[src/rtl/aud_irq_ctl.sv]
module aud_irq_ctl #(
  parameter int ADDR_W = 8,
  parameter int CNT_W  = 32
) (
  input  logic              clk,
  input  logic              rst_n,
  input  logic              wr_en,
  input  logic [ADDR_W-1:0] addr,
  input  logic [31:0]       wdata,
  output logic [31:0]       rdata,
  input  logic [6:0]        ext_evt,
  input  logic              frame_sync,
  output logic              irq
);
  localparam int NSRC = 8;
  localparam logic [ADDR_W-1:0] A_CTL   = ADDR_W'('h00);
  localparam logic [ADDR_W-1:0] A_CNT   = ADDR_W'('h40);
  localparam logic [ADDR_W-1:0] A_MATCH = ADDR_W'('h50);

  logic [NSRC-1:0]  en_q, pend_q, set_vec;
  logic [CNT_W-1:0] cnt_q, match_q, cnt_inc;
  logic [31:0]      ctl_word;
  logic             ctl_wr, cnt_wr, match_wr, frame_hit;

  assign ctl_wr    = wr_en && (addr == A_CTL);
  assign cnt_wr    = wr_en && (addr == A_CNT);
  assign match_wr  = wr_en && (addr == A_MATCH);
  assign cnt_inc   = cnt_q + 1'b1;
  assign frame_hit = frame_sync && !cnt_wr && (cnt_inc == match_q);
  assign set_vec   = {frame_hit, ext_evt};

  assign ctl_word[15:0] = '0;

  for (genvar i = 0; i < NSRC; i++) begin : g_src
    always_ff @(posedge clk) begin
      if (!rst_n) begin
        en_q[i]   <= 1'b0;
        pend_q[i] <= 1'b0;
      end else begin
        if (ctl_wr) en_q[i] <= wdata[17+2*i];
        pend_q[i] <= set_vec[i] | (pend_q[i] & ~(ctl_wr & wdata[16+2*i]));
      end
    end
    assign ctl_word[16+2*i] = pend_q[i];
    assign ctl_word[17+2*i] = en_q[i];
  end

  always_ff @(posedge clk) begin
    if (!rst_n) begin
      cnt_q   <= '0;
      match_q <= '0;
    end else begin
      if (cnt_wr)          cnt_q <= wdata[CNT_W-1:0];
      else if (frame_sync) cnt_q <= cnt_inc;
      if (match_wr)        match_q <= wdata[CNT_W-1:0];
    end
  end

  always_comb begin
    case (addr)
      A_CTL:   rdata = ctl_word;
      A_CNT:   rdata = 32'(cnt_q);
      A_MATCH: rdata = 32'(match_q);
      default: rdata = '0;
    endcase
  end

  assign irq = |(en_q & pend_q);
endmodule

[config.mk]
export PLATFORM = sky130hd
export DESIGN_NAME = aud_irq_ctl
export DESIGN_NICKNAME = d
export VERILOG_FILES = /design/src/rtl/aud_irq_ctl.sv
export SDC_FILE = /design/constraint.sdc
export NUM_CORES = 1
export LEC_CHECK = 0
export ABC_CLOCK_PERIOD_IN_PS = 3300
export BUFFER_PORTS_ARGS = -buffer_cell sky130_fd_sc_hd__buf_2
export CAP_MARGIN = 5
export CORE_UTILIZATION = 48
export DETAILED_ROUTE_END_ITERATION = 6
export PLACE_DENSITY = 0.7
export SETUP_SLACK_MARGIN = 0.3
export SLEW_MARGIN = 40
export SYNTH_ARGS = -nofsm -noshare
export SYNTH_HDL_FRONTEND = slang
export SYNTH_SLANG_ARGS = --single-unit
[constraint.sdc]
create_clock -name clk -period 3.3 [get_ports clk]
set_input_delay 0.33 -clock clk [delete_from_list [all_inputs] [get_ports clk]]
set_output_delay 0.33 -clock clk [all_outputs]
set_load 0.01 [all_outputs]
==> results of run 1 <==
==> final cells by class <==
class,instances,share of cell area (%)
inverter,3,0.193
tap,136,2.92
clock inverter,6,1.01
timing repair buffer,97,8.93
sequential,80,27.5
multi-input combinational,512,57.1
clock buffer,10,2.36
==> state kept, by name, summed over array words and instances, names as in the netlist <==
name / count
cnt_q: 32
ctl_word: 16
match_q: 32
==> placed cells by master, fill, tap and decap left out, types with 23 or more instances in the layout <==
| cell type | instances |
|---|---|
| nand2_1 | 129 |
| buf_2 | 83 |
| dfxtp_1 | 80 |
| nor2_1 | 46 |
| xnor2_1 | 42 |
| xor2_1 | 38 |
| o211a_1 | 32 |
| mux2i_1 | 25 |
| a21oi_1 | 25 |
| nand3_1 | 23 |
==> worst min-delay path, cell delays in order <==
cell     delay (ps)
buf_2            70
a21oi_1          30
nor2b_1          80
==> worst max-delay path by stage <==
stage | from | endpoint | slack, ps | cells past startpoint
2_1_floorplan | addr[1] | rdata[10] | 1200 | 5
5_1_grt | cnt_q[2] | ctl_word[30] | 550 | 7
6_report | cnt_q[4] | ctl_word[30] | 650 | 7
3_5_place_dp | cnt_q[2] | ctl_word[30] | 710 | 7
4_1_cts | cnt_q[2] | ctl_word[30] | 690 | 7
3_3_place_gp | cnt_q[2] | ctl_word[30] | 850 | 7
==> synthesized netlist by cell type (2+ instances only) <==
| master | number | area (sq um) |
|---|---|---|
| o21ai_0 | 6 | 30.0 |
| and3_1 | 5 | 31.3 |
| or3_1 | 4 | 25.0 |
| dfxtp_1 | 80 | 1600 |
| buf_2 | 26 | 130 |
| xnor2_1 | 42 | 368 |
| nor2b_1 | 17 | 106 |
| nand3_1 | 23 | 115 |
| and4_1 | 7 | 61.3 |
| a21boi_0 | 22 | 165 |
| o211a_1 | 32 | 320 |
| nor4_2 | 3 | 37.5 |
| nor3_1 | 7 | 35.0 |
| a21boi_1 | 11 | 82.6 |
| nor2_1 | 46 | 173 |
| a22o_1 | 16 | 140 |
| buf_4 | 2 | 15.0 |
| clkbuf_1 | 20 | 75.1 |
| a211oi_1 | 2 | 15.0 |
| a22oi_1 | 4 | 30.0 |
| a21oi_1 | 25 | 125 |
| nor4_1 | 3 | 18.8 |
| mux2i_1 | 25 | 250 |
| buf_1 | 6 | 22.5 |
| and2_1 | 3 | 18.8 |
| nand2_1 | 130 | 488 |
| nand4_1 | 19 | 119 |
| inv_1 | 3 | 11.3 |
| xor2_1 | 38 | 333 |
==> per-stage QoR <==
step	total power [mW]	hold WS [ps]
6_report	1.86	186
3_3_place_gp	1.14	472
5_1_grt	1.93	181
4_1_cts	1.88	170
2_1_floorplan	1.09	459
3_5_place_dp	1.15	479
==> routing by layer <==
metal | vias to the layer above | GRT usage [%]
met3 | 14 | 5.40
li1 | 2360 | -
met2 | 163 | 44.1
met1 | 2309 | 33.5
met4 | 0 | 6.15
met5 | - | 0
==> cells by family (layout without fill, tap and decap cells) <==
logic type / count (synthesis) / count (layout)
AOI/OAI and AO/OA: 128 / 128
xor gates and xnor gates: 80 / 80
adders and majority gates: 1 / 1
buffers and inverters: 57 / 116
DFF: 80 / 80
muxes: 25 / 25
and+or+nand+nor: 278 / 278
==> report_power, final <==
group / internal [mW] / total (mW) / switching [mW]
combinational: 0.0594 / 0.133 / 0.0737
sequential: 0.976 / 0.991 / 0.0155
clock: 0.366 / 0.734 / 0.368
==> flow_summary.json, run 1 <==
{
  "synth_compound_gate_area_share_pct": 19.2,
  "status": "completed",
  "timing.reg2reg.setup_slack_ps": 650,
  "io_pins": 84,
  "max_slew_margin_pct": 51.1,
  "antenna_left": 0,
  "critPathTopFamily": "simple AND/OR/NAND/NOR gates",
  "fillers": 1013,
  "drive_gt1_share_pct": 17.4,
  "cts_buffer_depth": 2,
  "dp_worst_setup_slack_ps": 707,
  "fin_crit_ps": 2650,
  "hold_viol": 0,
  "met1_length_mm": 6.41,
  "crit_path_start_kind": "flip-flop",
  "grt_pass1_vias": 4516,
  "cts_buffers": 9,
  "worst_slew_pin_slew_ps": 727,
  "fin_area_sq_um": 5830,
  "synthCells": 649,
  "rsz0062_at_grt": "false",
  "cpMaxStageDelayCell": "dfxtp_1",
  "max_stage_delay_ps": 650,
  "pwr_density_cell_nw_per_um2": 319,
  "dieWidth_microns": 106,
  "stdcell_count": 844,
  "route.met2.wl_mm": 6.72,
  "multiInputGateArea_sq_um": 3330,
  "syn-cell-area_sq_um": 5180,
  "dr.max_layer_used": "met4",
  "r2r_cells": 7,
  "clock_skew_ps": 12.4,
  "syn-num-nets": 701,
  "drc": 0,
  "maxCapViolCount": 0,
  "crit_type": "reg -> reg",
  "drtPass1Iterations": 5,
  "initial_core_util_pct": 49.8,
  "htreeDepth": 3,
  "synth_top_family_by_area": "simple AND/OR/NAND/NOR gates",
  "cts_root_buf": "clkbuf_8",
  "crit_buf_inv": 0,
  "nets": 755,
  "ys.flop_type": "dfxtp_1",
  "grt_pass1_wl_mm": 23.0,
  "clkSinkCount": 80,
  "overflow": 0,
  "place_inst": 828,
  "fmax_mhz": 377,
  "setup_tns_ps": 0,
  "min_period_over_period_pct": 80.4,
  "rr_startpoint": "cnt_q[4]",
  "ir_drop_mv": 0.366,
  "synth_seq_cells": 80,
  "synthAdderAreaFrac_pct": 0.241,
  "drt_iter0_drc": 306,
  "gp_congestion": 0.933,
  "worstHoldStart": "ext_evt[6]",
  "dr_wl_met3_microns": 929,
  "synth_edf_count": 0,
  "core_sq_um": 10400,
  "required_ps": 3610,
  "yosys.area_share.simple_pct": 26.5,
  "synthMuxAreaShare_pct": 4.83,
  "cts_setup_buffers": 0,
  "p_leak_nw": 2.61,
  "final.setup.worst_slack_ps": 647,
  "avgViaCountPerCell": 5.74,
  "port_buffers": 83,
  "rows": 37,
  "path_cells": "nand4_4, nor3_1, and3_1, nand2_1, xnor2_1, nor4_1, a31o_1",
  "end_kind": "flip-flop",
  "hold_path.class": "in -> reg",
  "syn_avg_cell_area_sq_um": 7.99,
  "drv_slew": 0,
  "place_area_sq_um": 5630,
  "setup_viol": 0,
  "dieArea_sq_um": 11200,
  "chipHeight_microns": 106,
  "wl_per_cell_microns": 16.8,
  "ctsHoldBuffers": 0,
  "rr_endpoint": "ctl_word[30]",
  "regArea_sq_um": 1600,
  "yosys_warnings": 0,
  "post_synth_xor_area_fraction_pct": 13.5,
  "utilization_pct": 56.0,
  "hpwl_mm": 10.2,
  "insertedDiodeCount": 0,
  "synth_cell_types": 51,
  "antenna_found_initial": 0,
  "yosysSeqAreaShare_pct": 30.9,
  "grt_usage_pct": 25.9,
  "clk_pin_slew_ps": 90,
  "cp_max_fo": 13,
  "ctsResizeCount": 0,
  "cp.arrival_ps": 2970,
  "hold_depth": 3,
  "min_to": "ctl_word[28]",
  "grt_max_degree": 81,
  "syn2layout_area_growth_pct": 12.5,
  "wl_mm": 14.2,
  "num_vias": 4846,
  "cts_tree": "yes",
  "insertion_delay_ps": 370,
  "async_reset_ff_share_pct": 0
}
(Power assumes the default switching activity.)
==> inputs of run 2 (changes only) <==
--- a/config.mk
+++ b/config.mk
@@ -5,7 +5,7 @@
 export SDC_FILE = /design/constraint.sdc
 export NUM_CORES = 1
 export LEC_CHECK = 0
-export ABC_CLOCK_PERIOD_IN_PS = 3300
+export ABC_CLOCK_PERIOD_IN_PS = 2750
 export BUFFER_PORTS_ARGS = -buffer_cell sky130_fd_sc_hd__buf_2
 export CAP_MARGIN = 5
 export CORE_UTILIZATION = 48
==> constraint.sdc (replaced) <==
create_clock -name clk -period 2.75 [get_ports clk]
set_input_delay 0.275 -clock clk [delete_from_list [all_inputs] [get_ports clk]]
set_output_delay 0.275 -clock clk [all_outputs]
set_load 0.01 [all_outputs]
==> flow_summary.json, run 2 (synthesized netlist as in run 1, its figures left out) <==
{
  "maxCapViolCount": 0,
  "core_sq_um": 10400,
  "clock_skew_ps": 9.69,
  "clkSinkCount": 80,
  "drive_gt1_share_pct": 19.6,
  "hold_depth": 3,
  "ctsHoldBuffers": 0,
  "min_to": "ctl_word[16]",
  "cts_tree": "yes",
  "cts_root_buf": "clkbuf_8",
  "regArea_sq_um": 1610,
  "grt_usage_pct": 27.1,
  "fmax_mhz": 440,
  "antenna_left": 0,
  "htreeDepth": 3,
  "num_vias": 4896,
  "stdcell_count": 852,
  "max_stage_delay_ps": 430,
  "required_ps": 3060,
  "cts_buffer_depth": 2,
  "crit_buf_inv": 0,
  "crit_type": "reg -> reg",
  "setup_viol": 0,
  "multiInputGateArea_sq_um": 3360,
  "timing.reg2reg.setup_slack_ps": 480,
  "worst_slew_pin_slew_ps": 754,
  "hold_path.class": "in -> reg",
  "drt_iter0_drc": 344,
  "place_inst": 835,
  "port_buffers": 83,
  "crit_path_start_kind": "flip-flop",
  "final_common_cell": "nand2_1",
  "clk_pin_slew_ps": 90,
  "fillers": 977,
  "wl_mm": 14.6,
  "drv_slew": 0,
  "hpwl_mm": 10.2,
  "rsz0062_at_grt": "false",
  "grt_pass1_wl_mm": 24.0,
  "syn2layout_area_growth_pct": 14.8,
  "initial_core_util_pct": 49.8,
  "antenna_found_initial": 0,
  "hold_viol": 0,
  "grt_pass1_vias": 4636,
  "drtPass1Iterations": 7,
  "grt_max_degree": 81,
  "pwr_density_cell_nw_per_um2": 383,
  "dieWidth_microns": 106,
  "end_kind": "flip-flop",
  "nets": 763,
  "most-common-layout-cells": "129 x nand2_1, 83 x buf_2, 76 x dfxtp_1",
  "fin_crit_ps": 2270,
  "rr_endpoint": "ctl_word[30]",
  "gp_congestion": 0.920,
  "insertion_delay_ps": 370,
  "status": "complete, but fails checks",
  "min_period_over_period_pct": 82.6,
  "chipHeight_microns": 106,
  "cp.arrival_ps": 2580,
  "r2r_cells": 8,
  "violations": "design-rule violations",
  "cts_buffers": 9,
  "rr_startpoint": "cnt_q[0]",
  "critPathTopFamily": "simple AND/OR/NAND/NOR gates",
  "avgViaCountPerCell": 5.75,
  "wl_per_cell_microns": 17.1,
  "dieArea_sq_um": 11200,
  "max_slew_margin_pct": 49.7,
  "path_cells": "ha_2, xnor2_1, nand4_1, a311o_1, nor4_2, nand4_1, nor4_2, a31o_1",
  "insertedDiodeCount": 0,
  "p_leak_nw": 2.68,
  "overflow": 0,
  "drc": 3,
  "cp_max_fo": 8,
  "cpMaxStageDelayCell": "dfxtp_2",
  "ir_drop_mv": 0.197,
  "setup_tns_ps": 0,
  "io_pins": 84,
  "worstHoldStart": "ext_evt[0]",
  "rows": 37
}
[run 2: cell types whose count changed in the layout (fill, tap and decap cells not counted), sizes merged]
cell | previous run | this run
clkinv | 5 | 4
buf | 97 | 105
clkinvlp | 0 | 1
[run 2: cell type report]
type                    count  area share (%)
multi-input cells         512            56.5
flip-flops and latches     80            27.0
repair buffers            105            9.97
well taps                 136            2.86
clock buffers              10            2.31
clock inverters             6            1.16
inverters                   3           0.189
[run 2: routing by layer]
| layer | GRT usage (%) | routed length [microns] | vias to the layer above |
|---|---|---|---|
| met4 | 10.3 | 300 | 0 |
| met5 | 0 | 0 | - |
| met2 | 45.1 | 6820 | 135 |
| met1 | 35.8 | 6890 | 2361 |
| met3 | 3.07 | 549 | 23 |
| li1 | - | - | 2377 |
[run 2: power breakdown]
group          switching, mW  leakage, nW  internal, mW
Sequential            0.0194        0.649          1.17
Clock                  0.476        0.102         0.447
Combinational         0.0902         1.93        0.0726
Total                  0.586         2.68          1.69
[run 2: worst max path at each step]
stage                          from           end  cells past startpoint
after floorplan            cnt_q[1]  ctl_word[30]                      9
after global placement     cnt_q[0]  ctl_word[30]                      8
after detailed placement   cnt_q[4]  ctl_word[30]                      7
after CTS                  cnt_q[0]  ctl_word[30]                      8
after global routing      cnt_q[13]  ctl_word[30]                      7
final                      cnt_q[0]  ctl_word[30]                      8
[run 2: per-stage QoR]
step                      cell area [sq um]  setup WS [ps]  power [mW]  hold slack [ps]  utilization [%]
after floorplan                        5180            732        1.30              410                -
after global placement                 5700            478        1.37              475             54.7
after detailed placement               5700            306        1.38              483             54.7
after CTS                              5910            323        2.29              123             56.7
after global routing                   5950            302        2.36              139             57.1
final                                  5950            479        2.28              124             57.1
[run 2: repair_timing]
action	CTS	global route
buffers inserted	0	1
pin swaps	0	3
gates resized for setup	1	10
setup endpoints to repair	1	1
[run 2: tightest hold or removal path, stage by stage]
cell and delay [ps]:
buf_2 70, a21oi_1 30, nor2b_1 80
